**config.mk**
```make
export PLATFORM = sky130hd
export DESIGN_NAME = flash_op_seq
export DESIGN_NICKNAME = d
export VERILOG_FILES = /design/src/rtl/flash_seq_pkg.sv /design/src/rtl/flash_page_check.sv /design/src/rtl/flash_poll_timer.sv /design/src/rtl/flash_op_seq.sv
export SDC_FILE = /design/constraint.sdc
export NUM_CORES = 1
export LEC_CHECK = 0
export BUFFER_PORTS_ARGS = -buffer_cell sky130_fd_sc_hd__buf_4
export CAP_MARGIN = 40
export CORE_MARGIN = 3
export CORE_UTILIZATION = 57
export DETAILED_ROUTE_END_ITERATION = 16
export GPL_ROUTABILITY_DRIVEN = 0
export PLACE_DENSITY = 0.92
export SLEW_MARGIN = 20
export SYNTH_ARGS = -nofsm -noshare
export SYNTH_HDL_FRONTEND = slang
export SYNTH_SLANG_ARGS = --single-unit
```
**constraint.sdc**
```tcl
create_clock -name clk -period 6.9 [get_ports clk]
set_clock_uncertainty 0.1 [all_clocks]
set_input_delay 0.69 -clock clk [delete_from_list [all_inputs] [get_ports clk]]
set_output_delay 0.69 -clock clk [all_outputs]
set_load 0.05 [all_outputs]
```
**src/rtl/flash_seq_pkg.sv**
```systemverilog
// Shared types and command constants for the flash operation sequencer.
// Assumes a flash whose status register holds write-in-progress in bit 0
// and whose volatile configuration byte disables quad I/O when bit 7 is 1.
package flash_seq_pkg;

    typedef enum logic [1:0] {
        OPK_QUAD  = 2'd0,
        OPK_ERASE = 2'd1,
        OPK_PROG  = 2'd2,
        OPK_READ  = 2'd3
    } op_kind_t;

    typedef enum logic [1:0] {
        STEP_WREN = 2'd0,
        STEP_MAIN = 2'd1,
        STEP_POLL = 2'd2
    } step_t;

    typedef enum logic [1:0] {
        PH_IDLE = 2'd0,
        PH_REQ  = 2'd1,
        PH_WAIT = 2'd2
    } phase_t;

    localparam logic [7:0] OPC_WREN    = 8'h06;
    localparam logic [7:0] OPC_RDSR    = 8'h05;
    localparam logic [7:0] OPC_WRVCFG  = 8'h61;
    localparam logic [7:0] OPC_SSERASE = 8'h20;
    localparam logic [7:0] OPC_PROG    = 8'h02;
    localparam logic [7:0] OPC_QREAD   = 8'hEB;

    localparam int WIP_BIT  = 0;
    localparam int QUAD_BIT = 7;

endpackage

```
**src/rtl/flash_page_check.sv**
```systemverilog
// Decides whether a program request stays inside one page.
// Assumes PAGE_BYTES is a power of two and len counts bytes from 1 to PAGE_BYTES.
module flash_page_check #(
    parameter int ADDR_W     = 24,
    parameter int PAGE_BYTES = 256,
    parameter int LEN_W      = $clog2(PAGE_BYTES) + 1
) (
    input  logic [ADDR_W-1:0] addr,
    input  logic [LEN_W-1:0]  len,
    output logic              fits
);
    localparam int PAGE_W = $clog2(PAGE_BYTES);

    logic [LEN_W:0] end_pos;

    // Offset inside the page plus length must not pass the page end.
    always_comb begin
        end_pos = {2'b00, addr[PAGE_W-1:0]} + {1'b0, len};
        fits    = (len != '0) && (end_pos <= (LEN_W+1)'(PAGE_BYTES));
    end
endmodule

```
**src/rtl/flash_poll_timer.sv**
```systemverilog
// Counts completed status reads during one busy wait and flags the last allowed one.
// Assumes limit is stable while active; a limit of zero is treated as one read.
module flash_poll_timer #(
    parameter int TO_W = 20
) (
    input  logic            clk,
    input  logic            rst_n,
    input  logic            clear,
    input  logic            bump,
    input  logic            active,
    input  logic [TO_W-1:0] limit,
    output logic            last
);
    logic [TO_W-1:0] count_q;
    logic [TO_W:0]   eff_limit;
    logic [TO_W:0]   next_count;

    // Effective limit and whether the read now in flight is the final one.
    always_comb begin
        eff_limit  = (limit == '0) ? (TO_W+1)'(1) : {1'b0, limit};
        next_count = {1'b0, count_q} + (TO_W+1)'(1);
        last       = (next_count >= eff_limit);
    end

    // Poll counter: cleared at operation accept, advanced after each busy status.
    always_ff @(posedge clk) begin
        if (!rst_n)      count_q <= '0;
        else if (clear)  count_q <= '0;
        else if (bump)   count_q <= count_q + 1'b1;
    end


    count_bound_chk: assert property (@(posedge clk) disable iff (!rst_n)
        active |-> ({1'b0, count_q} < eff_limit));
endmodule

```
**src/rtl/flash_op_seq.sv**
```systemverilog
// Flash operation sequencer: turns quad-enable, erase, program and read requests
// into ordered single-command transactions, with write-enable in front of every
// modifying command and a bounded status poll after erase and program.
// Assumes the engine answers each accepted transaction with exactly one txn_done.
module flash_op_seq
    import flash_seq_pkg::*;
#(
    parameter int         ADDR_W     = 24,
    parameter int         PAGE_BYTES = 256,
    parameter int         TO_W       = 20,
    parameter logic [7:0] CFG_IMAGE  = 8'hFF,
    parameter int         LEN_W      = $clog2(PAGE_BYTES) + 1
) (
    input  logic              clk,
    input  logic              rst_n,
    input  logic              op_valid,
    input  logic [1:0]        op_kind,
    input  logic [ADDR_W-1:0] op_addr,
    input  logic [LEN_W-1:0]  op_len,
    input  logic [TO_W-1:0]   poll_limit,
    output logic              busy,
    output logic              done,
    output logic              err_timeout,
    output logic              err_cross,
    output logic              txn_valid,
    input  logic              txn_ready,
    output logic [7:0]        txn_opcode,
    output logic              txn_use_addr,
    output logic [ADDR_W-1:0] txn_addr,
    output logic [LEN_W-1:0]  txn_len,
    output logic [7:0]        txn_wbyte,
    input  logic              txn_done,
    input  logic [7:0]        txn_rdata
);
    localparam int         PAGE_W   = $clog2(PAGE_BYTES);
    localparam logic [7:0] QUAD_CFG = CFG_IMAGE & ~(8'h01 << QUAD_BIT);

    op_kind_t          req_kind;
    op_kind_t          kind_q;
    phase_t            phase_q;
    step_t             step_q;
    logic [ADDR_W-1:0] addr_q;
    logic [LEN_W-1:0]  len_q;
    logic              busy_q, done_q, to_q, cross_q;
    logic [7:0]        last_opc_q;
    logic              page_fits;
    logic              take_req, refuse_req;
    logic              poll_last, poll_clear, poll_bump;
    logic              txn_end, still_busy;

    assign req_kind = op_kind_t'(op_kind);

    flash_page_check #(
        .ADDR_W(ADDR_W), .PAGE_BYTES(PAGE_BYTES), .LEN_W(LEN_W)
    ) u_page (
        .addr(op_addr), .len(op_len), .fits(page_fits)
    );

    flash_poll_timer #(.TO_W(TO_W)) u_timer (
        .clk(clk), .rst_n(rst_n),
        .clear(poll_clear), .bump(poll_bump),
        .active(busy_q && step_q == STEP_POLL),
        .limit(poll_limit), .last(poll_last)
    );

    // Request screening: accept when idle, refuse program requests that leave the page.
    always_comb begin
        refuse_req = (phase_q == PH_IDLE) && op_valid &&
                     (req_kind == OPK_PROG) && !page_fits;
        take_req   = (phase_q == PH_IDLE) && op_valid && !refuse_req;
        txn_end    = (phase_q == PH_WAIT) && txn_done;
        still_busy = txn_rdata[WIP_BIT];
        poll_clear = take_req;
        poll_bump  = txn_end && (step_q == STEP_POLL) && still_busy && !poll_last;
    end

    // Transaction field decode from the current step and operation kind.
    always_comb begin
        txn_opcode   = OPC_WREN;
        txn_use_addr = 1'b0;
        txn_addr     = '0;
        txn_len      = '0;
        txn_wbyte    = 8'h00;
        unique case (step_q)
            STEP_WREN: txn_opcode = OPC_WREN;
            STEP_POLL: begin
                txn_opcode = OPC_RDSR;
                txn_len    = LEN_W'(1);
            end
            default: begin
                unique case (kind_q)
                    OPK_QUAD: begin
                        txn_opcode = OPC_WRVCFG;
                        txn_len    = LEN_W'(1);
                        txn_wbyte  = QUAD_CFG;
                    end
                    OPK_ERASE: begin
                        txn_opcode   = OPC_SSERASE;
                        txn_use_addr = 1'b1;
                        txn_addr     = addr_q;
                    end
                    OPK_PROG: begin
                        txn_opcode   = OPC_PROG;
                        txn_use_addr = 1'b1;
                        txn_addr     = addr_q;
                        txn_len      = len_q;
                    end
                    default: begin
                        txn_opcode   = OPC_QREAD;
                        txn_use_addr = 1'b1;
                        txn_addr     = addr_q;
                        txn_len      = len_q;
                    end
                endcase
            end
        endcase
    end

    // Main sequencer: phase walks request/wait, step walks write-enable/command/poll.
    always_ff @(posedge clk) begin
        if (!rst_n) begin
            phase_q <= PH_IDLE;
            step_q  <= STEP_WREN;
            kind_q  <= OPK_QUAD;
            addr_q  <= '0;
            len_q   <= '0;
            busy_q  <= 1'b0;
            done_q  <= 1'b0;
            to_q    <= 1'b0;
            cross_q <= 1'b0;
        end else begin
            done_q  <= 1'b0;
            to_q    <= 1'b0;
            cross_q <= 1'b0;
            unique case (phase_q)
                PH_IDLE: begin
                    if (refuse_req) begin
                        cross_q <= 1'b1;
                    end else if (take_req) begin
                        kind_q  <= req_kind;
                        addr_q  <= op_addr;
                        len_q   <= op_len;
                        busy_q  <= 1'b1;
                        phase_q <= PH_REQ;
                        step_q  <= (req_kind == OPK_READ) ? STEP_MAIN : STEP_WREN;
                    end
                end
                PH_REQ: begin
                    if (txn_ready) phase_q <= PH_WAIT;
                end
                default: begin
                    if (txn_done) begin
                        unique case (step_q)
                            STEP_WREN: begin
                                step_q  <= STEP_MAIN;
                                phase_q <= PH_REQ;
                            end
                            STEP_MAIN: begin
                                if (kind_q == OPK_ERASE || kind_q == OPK_PROG) begin
                                    step_q  <= STEP_POLL;
                                    phase_q <= PH_REQ;
                                end else begin
                                    phase_q <= PH_IDLE;
                                    busy_q  <= 1'b0;
                                    done_q  <= 1'b1;
                                end
                            end
                            default: begin
                                if (!still_busy) begin
                                    phase_q <= PH_IDLE;
                                    busy_q  <= 1'b0;
                                    done_q  <= 1'b1;
                                end else if (poll_last) begin
                                    phase_q <= PH_IDLE;
                                    busy_q  <= 1'b0;
                                    to_q    <= 1'b1;
                                end else begin
                                    phase_q <= PH_REQ;
                                end
                            end
                        endcase
                    end
                end
            endcase
        end
    end

    // Remember the opcode of the most recently completed transaction.
    always_ff @(posedge clk) begin
        if (!rst_n)       last_opc_q <= 8'h00;
        else if (txn_end) last_opc_q <= txn_opcode;
    end

    assign busy        = busy_q;
    assign done        = done_q;
    assign err_timeout = to_q;
    assign err_cross   = cross_q;
    assign txn_valid   = (phase_q == PH_REQ);


    busy_txn_chk: assert property (@(posedge clk) disable iff (!rst_n)
        txn_valid |-> busy);


    done_drop_chk: assert property (@(posedge clk) disable iff (!rst_n)
        (done || err_timeout) |-> (!busy && $past(busy)));


    hold_req_chk: assert property (@(posedge clk) disable iff (!rst_n)
        (txn_valid && !txn_ready) |=>
            (txn_valid && $stable(txn_opcode) && $stable(txn_addr)));


    wren_first_chk: assert property (@(posedge clk) disable iff (!rst_n)
        (txn_valid && (txn_opcode == OPC_SSERASE || txn_opcode == OPC_PROG ||
                       txn_opcode == OPC_WRVCFG)) |-> (last_opc_q == OPC_WREN));


    one_outcome_chk: assert property (@(posedge clk) disable iff (!rst_n)
        $onehot0({done, err_timeout, err_cross}));


    refuse_idle_chk: assert property (@(posedge clk) disable iff (!rst_n)
        err_cross |-> (!busy && !txn_valid));


    page_fit_chk: assert property (@(posedge clk) disable iff (!rst_n)
        (txn_valid && txn_opcode == OPC_PROG) |->
            (txn_len != '0 &&
             ({1'b0, txn_addr[PAGE_W-1:0]} + {1'b0, txn_len}) <= (LEN_W+1)'(PAGE_BYTES)));
endmodule

```
==> results.sh, run 1 <==
export IMPL_status="finished, final reports clean"
export IMPL_layout_drive_gt1_share_pct=23.1
export IMPL_post_cts_buffers=0
export IMPL_clockBufferDepth=2
export IMPL_clock_root_buffer="clkbuf_8"
export IMPL_grt_pass1_wl_um=20400
export IMPL_placementRows=31
export IMPL_p_seq_share_pct=40.9
export IMPL_cts_tree="yes"
export IMPL_critPathMaxFanout=22
export IMPL_syn_area_per_cell_um2=7.85
export IMPL_grt_pass1_vias=4574
export IMPL_cts_htree_levels=3
export IMPL_clockPowerShare_pct=35.9
export IMPL_synth_seq_cells=63
export IMPL_clock_latency_ns=0.34
export IMPL_drc=0
export IMPL_grt_usage_pct=28.4
export IMPL_relSlewSlack_pct=52.5
export IMPL_drt_iter0_markers=278
export IMPL_ys_warn_count=0
export IMPL_cts_buffers=9
export IMPL_hold_viol=0
export IMPL_setup_worst_path_end_class="register"
export IMPL_die_area_mm2=0.00889
export IMPL_num_fill_cells=551
export IMPL_fin_crit_sh_pct=66.3
export IMPL_worst_ep_arrival_time_ns=4.72
export IMPL_rr_worst_depth=14
export IMPL_clock_sinks=63
export IMPL_viasPerCell=6.17
export IMPL_setup_worst_path_start_class="register"
export IMPL_synthArstFlopShare_pct=0
export IMPL_cp_cell_sequence="ha_1, and3_1, nand4_1, or3_1, nor3_2, xor2_1, ha_1, a21o_1, a21o_1, a31oi_1, o21a_1, nand2_1, or4_1, a221oi_2"
export IMPL_initial_core_util_pct=60.0
export IMPL_ant_nets=0
export IMPL_rsz0062_at_grt="no"
export IMPL_final_nets=760
export IMPL_portBuffers=113
export IMPL_slowest_delay_ns=0.65
export IMPL_syn_instance_count=566
export IMPL_synth_cell_type_count=61
export IMPL_cap_violations=0
export IMPL_cts_resized=0
export IMPL_power_density_mw_per_mm2=174
export IMPL_die_w_um=94.3
export IMPL_post_route_min_period_ns=4.57
export IMPL_antennaDiodeCount=0
export IMPL_vdd_ir_drop_max_mv=0.154
export IMPL_dp_hpwl_um=9400
export IMPL_wl_um=12600
export IMPL_fin_cells=762
export IMPL_syn_area_mm2=0.00444
export IMPL_path_clk_slew_ns=0.07
export IMPL_cts_hold_buf=0
export IMPL_holdWs_ns=0.372
export IMPL_dp_cells=746
export IMPL_finalSetupViolations=0
export IMPL_cp_required_ns=7.05
export IMPL_boundaryPins=123
export IMPL_p_comb_share_pct=23.3
export IMPL_critPathSlowestCell="or4_1"
export IMPL_wl_per_cell_um=16.5
export IMPL_yosysSeqAreaShare_pct=28.4
export IMPL_power_internal_mw=0.664
export IMPL_swShare_pct=30.6
export IMPL_hold_class="reg2reg"
export IMPL_grt_max_degree=40
export IMPL_crit_type="reg2reg"
export IMPL_synth_edf_count=0
export IMPL_worstMarginPinSlew_ns=0.712
export IMPL_gr_total_overflow=0
export IMPL_switching_power_mw=0.293
export IMPL_ys_flop_type="dfxtp_1"
export IMPL_power_leakage_nw=2.39
export IMPL_core_mm2=0.00741
export IMPL_hold_depth=2
export IMPL_setup_tns_ns=0
export IMPL_finalMaxSlewViolations=0
export IMPL_antenna_found_initial=0
export IMPL_drt_pass1_iterations=5
export IMPL_syn2layout_area_growth_pct=23.6
export IMPL_fmax_ghz=0.219
export IMPL_die_h_um=94.3
export IMPL_routed_via_count=4703
## routing by layer
layer / track usage, % / part of all wire, %
met1: 33.4 / 38
met2: 49.6 / 52
met3: 6.81 / 6.9
met4: 11.2 / 2.8
met5: 0 / 0
## registers in the layout, indices dropped and copies added (netlist names)
signal           count
addr_q              24
busy                 1
done                 1
err_cross            1
err_timeout          1
kind_q               2
len_q                9
phase_q              2
step_q               2
u_timer.count_q     20
## path summary, 6_finish.rpt
kind	start	to	slack (ns)
hold reg to reg	addr_q[8]	addr_q[8]	0.37
setup reg to reg	u_timer.count_q[0]	phase_q[0]	2.33
hold / removal	addr_q[8]	addr_q[8]	0.37
setup / recovery	u_timer.count_q[0]	phase_q[0]	2.33
## cell usage in the layout, fill, tap and decap left out, types with 4 or more instances in the layout
cell type and instances:
a21o_1 5, clkbuf_8 9, or4_1 17, nor2_1 16, nand2b_1 4, inv_1 35
xor2_1 10, xnor2_1 10, and2_1 36, nand4_1 6, o21ai_0 44, nor3_1 8
nand3_1 46, o211ai_1 4, nand2_1 35, o31ai_1 17, buf_4 119, nor4_1 8
ha_1 33, a21oi_1 71, dfxtp_1 63, and3_1 4
## power by group through the flow
stage | clock, mW | sequential, mW | combinational, mW
2_1_floorplan | 0 | 0.398 | 0.148
3_3_place_gp | 0 | 0.398 | 0.207
3_5_place_dp | 0 | 0.399 | 0.218
4_1_cts | 0.346 | 0.391 | 0.221
5_1_grt | 0.364 | 0.393 | 0.240
6_report | 0.344 | 0.391 | 0.223
## through the flow
| stage | setup WS [ns] | instance area, um^2 | power [mW] | util [%] |
|---|---|---|---|---|
| 2_1_floorplan | 3.34 | 4450 | 0.545 | - |
| 3_3_place_gp | 2.70 | 5240 | 0.604 | 70.8 |
| 3_5_place_dp | 2.46 | 5290 | 0.617 | 71.4 |
| 4_1_cts | 2.41 | 5490 | 0.957 | 74.1 |
| 5_1_grt | 2.04 | 5490 | 0.997 | 74.1 |
| 6_report | 2.33 | 5490 | 0.958 | 74.1 |
## layout make-up
| type | count | area [um^2] | share of cell area (%) |
|---|---|---|---|
| Clock buffer | 12 | 135 | 2.46 |
| Inverter | 35 | 131 | 2.39 |
| Multi-Input combinational cell | 427 | 2830 | 51.6 |
| Sequential cell | 63 | 1260 | 23.0 |
| Tap cell | 99 | 124 | 2.26 |
| Clock inverter | 4 | 70.1 | 1.28 |
| Timing Repair Buffer | 122 | 938 | 17.1 |
## logic make-up (layout without fill, tap and decap cells)
family	after synthesis	after routing	synth area share [%]
DFF	63	63	28.4
buffers and inverters	77	173	8.05
muxes	3	3	0.676
AOI/OAI and AO/OA	169	169	23.5
other	1	2	0.0844
and+or+nand+nor	199	199	25.7
adders and majority gates	34	34	9.74
xor gates and xnor gates	20	20	3.94
## cells in the mapped netlist, drive strengths merged (16+ instances only)
library cell	number	share of area [%]
ha	33	9.3
nand3	48	5.8
clkbuf	22	1.9
nor2	16	1.4
inv	35	3.0
nand2	35	3.0
a21oi	72	8.2
o31ai	17	2.9
buf	20	3.2
or4	19	3.3
and2	36	5.1
dfxtp	63	28
o21ai	47	5.3
## worst max-delay path, delay by kind of cell (launching register included)
| kind | cells | cell delay (ns) |
|---|---|---|
| compound gates | 5 | 1.00 |
| flops | 1 | 0.42 |
| fa+ha+maj | 2 | 0.55 |
| xor+xnor | 1 | 0.21 |
| simple gates | 6 | 2.20 |
Note: power is estimated with default switching activity, not from simulation.
==> inputs of run 2 (changes only) <==
--- a/config.mk
+++ b/config.mk
@@ -8,10 +8,10 @@
 export BUFFER_PORTS_ARGS = -buffer_cell sky130_fd_sc_hd__buf_4
 export CAP_MARGIN = 40
 export CORE_MARGIN = 3
-export CORE_UTILIZATION = 57
+export CORE_UTILIZATION = 53
 export DETAILED_ROUTE_END_ITERATION = 16
 export GPL_ROUTABILITY_DRIVEN = 0
-export PLACE_DENSITY = 0.92
+export PLACE_DENSITY = 0.87
 export SLEW_MARGIN = 20
 export SYNTH_ARGS = -nofsm -noshare
 export SYNTH_HDL_FRONTEND = slang
==> constraint.sdc (replaced) <==
create_clock -name clk -period 4.3 [get_ports clk]
set_clock_uncertainty 0.1 [all_clocks]
set_input_delay 0.43 -clock clk [delete_from_list [all_inputs] [get_ports clk]]
set_output_delay 0.43 -clock clk [all_outputs]
set_load 0.05 [all_outputs]
==> run 2 against run 1 <==
- maximum frequency increased by 14%
- cell area increased by 1.2%
- clock-buffer cell count decreased by 1
- sequential cell count unchanged
- first-iteration DRC count decreased by 0.36%
- non-clock buffer count increased by 6
- register-to-register slack got worse by 2.0 ns
- cell count increased by 1.2%
- global-route usage decreased by 2.4 points
- via count decreased by 1.1%
- combinational power increased by 61%
- worst setup slack got worse by 2.0 ns
- largest power group unchanged
- highest routed layer unchanged
==> results.sh, run 2 (same netlist as run 1, synthesis figures left out) <==
export IMPL_top_regs="addr_q x24, u_timer.count_q x20, len_q x9"
export IMPL_vdd_ir_drop_max_mv=0.175
export IMPL_largest_reg_flops=24
export IMPL_clock_latency_ns=0.34
export IMPL_setup_worst_path_end_class="register"
export IMPL_setup_tns_ns=0
export IMPL_pre_cts_ws_ns=0.237
export IMPL_layout_commonest_cell="buf_4"
export IMPL_cp_required_ns=4.48
export IMPL_die_area_mm2=0.00952
export IMPL_finalSetupViolations=0
export IMPL_syn2layout_area_growth_pct=25.1
export IMPL_fin_crit_sh_pct=93.1
export IMPL_critPathMaxFanout=10
export IMPL_regMostFlops="addr_q"
export IMPL_worstMarginPinSlew_ns=0.743
export IMPL_rr_worst_depth=15
export IMPL_dp_cells=754
export IMPL_drt_iter0_markers=277
export IMPL_cts_buffers=9
export IMPL_layout_setup_ws_ns=0.298
export IMPL_fin_cells=771
export IMPL_grt_usage_pct=26.0
export IMPL_cts_htree_levels=3
export IMPL_drt_pass1_iterations=5
export IMPL_gr_total_overflow=0
export IMPL_antenna_found_initial=0
export IMPL_placementRows=32
export IMPL_core_mm2=0.00793
export IMPL_layout_drive_gt1_share_pct=24.7
export IMPL_hold_depth=3
export IMPL_ant_nets=0
export IMPL_viasPerCell=6.03
export IMPL_hold_viol=0
export IMPL_antennaDiodeCount=0
export IMPL_path_clk_slew_ns=0.07
export IMPL_final_cell_area_mm2=0.00556
export IMPL_rsz0062_at_grt="no"
export IMPL_clock_sinks=63
export IMPL_holdWs_ns=0.245
export IMPL_boundaryPins=123
export IMPL_num_fill_cells=637
export IMPL_portBuffers=113
export IMPL_placed_area_mm2=0.00533
export IMPL_power_leakage_nw=2.42
export IMPL_grt_pass1_vias=4523
export IMPL_finalMaxSlewViolations=0
export IMPL_grt_max_degree=40
export IMPL_routed_via_count=4652
export IMPL_post_route_min_period_ns=4.00
export IMPL_crit_type="reg2reg"
export IMPL_hold_class="in2reg"
export IMPL_clock_root_buffer="clkbuf_8"
export IMPL_initial_core_util_pct=56.1
export IMPL_power_density_mw_per_mm2=274
export IMPL_cts_tree="yes"
export IMPL_final_cell_mix="buf_4 (126), a21oi_1 (71), dfxtp_1 (62), nand3_1 (45), o21ai_0 (44)"
export IMPL_setup_worst_path_start_class="register"
export IMPL_grt_pass1_wl_um=21000
export IMPL_wl_per_cell_um=16.5
export IMPL_relSlewSlack_pct=50.1
export IMPL_die_h_um=97.6
export IMPL_dp_hpwl_um=9540
export IMPL_final_nets=766
export IMPL_fmax_ghz=0.250
export IMPL_clockBufferDepth=2
export IMPL_wl_um=12800
export IMPL_cap_violations=0
export IMPL_die_w_um=97.6
export IMPL_drc=0
export IMPL_status="finished, final reports clean"
export IMPL_worst_ep_arrival_time_ns=4.18
==> run 2: changes by cell type in the layout (fill, tap and decap cells not counted), moves of 2 or more <==
cell	delta
clkbuf_8	+2
buf_8	-2
buf_4	+7
clkbuf_1	-3
==> run 2: per-layer routing <==
metal / global-route usage [%] / share of wire (%)
met5: 0 / 0
met2: 45.9 / 52
met1: 31.7 / 40
met4: 7.88 / 2.1
met3: 5.24 / 5.8
==> run 2: path summary, 6_finish.rpt <==
path                 startpoint                  end  slack [ns]
max reg2reg  u_timer.count_q[1]  u_timer.count_q[18]        0.30
max          u_timer.count_q[1]  u_timer.count_q[18]        0.30
min                 op_addr[15]           addr_q[15]        0.24
min reg2reg          addr_q[14]           addr_q[14]        0.37
==> run 2: final cells by class <==
type | instances | area, um^2 | area share, %
multi-input combinational | 427 | 2840 | 51.1
sequential | 63 | 1260 | 22.7
timing repair buffer | 128 | 988 | 17.8
clock buffer | 11 | 151 | 2.72
inverter | 35 | 131 | 2.36
tap | 102 | 128 | 2.30
clock inverter | 5 | 56.3 | 1.01
==> run 2: through the flow <==
| stage | utilization (%) | power [mW] |
|---|---|---|
| after CTS | 69.9 | 1.53 |
| final | 70.1 | 1.52 |
| after global placement | 66.7 | 0.972 |
| after floorplan | - | 0.875 |
| after global routing | 70.1 | 1.59 |
| after detailed placement | 67.3 | 0.993 |
==> run 2: what timing repair did <==
item | 4_1_cts | 5_1_grt
resized for setup | 0 | 3
endpoints found under the setup margin | 0 | 17
hold buffers | 0 | 0
buffers inserted | 0 | 1
==> run 2: report_power, final <==
group          leakage, nW  total [mW]  switching [mW]  internal, mW
clock network        0.105       0.538           0.240         0.298
logic                 1.80       0.358           0.227         0.130
registers            0.514       0.627          0.0159         0.611
total                 2.42        1.52           0.483          1.04
==> run 2: worst max-delay path: stages (launching register included) <==
cell	delay [ns]
dfxtp_1	0.37
ha_1	0.17
and3_1	0.20
nand4_1	0.18
or3_4	0.43
nor3_2	0.25
xor2_1	0.21
ha_1	0.28
a21o_1	0.18
a21o_1	0.17
a31oi_1	0.14
o21a_1	0.19
nand2_1	0.17
buf_4	0.22
or4_1	0.52
a21oi_1	0.15
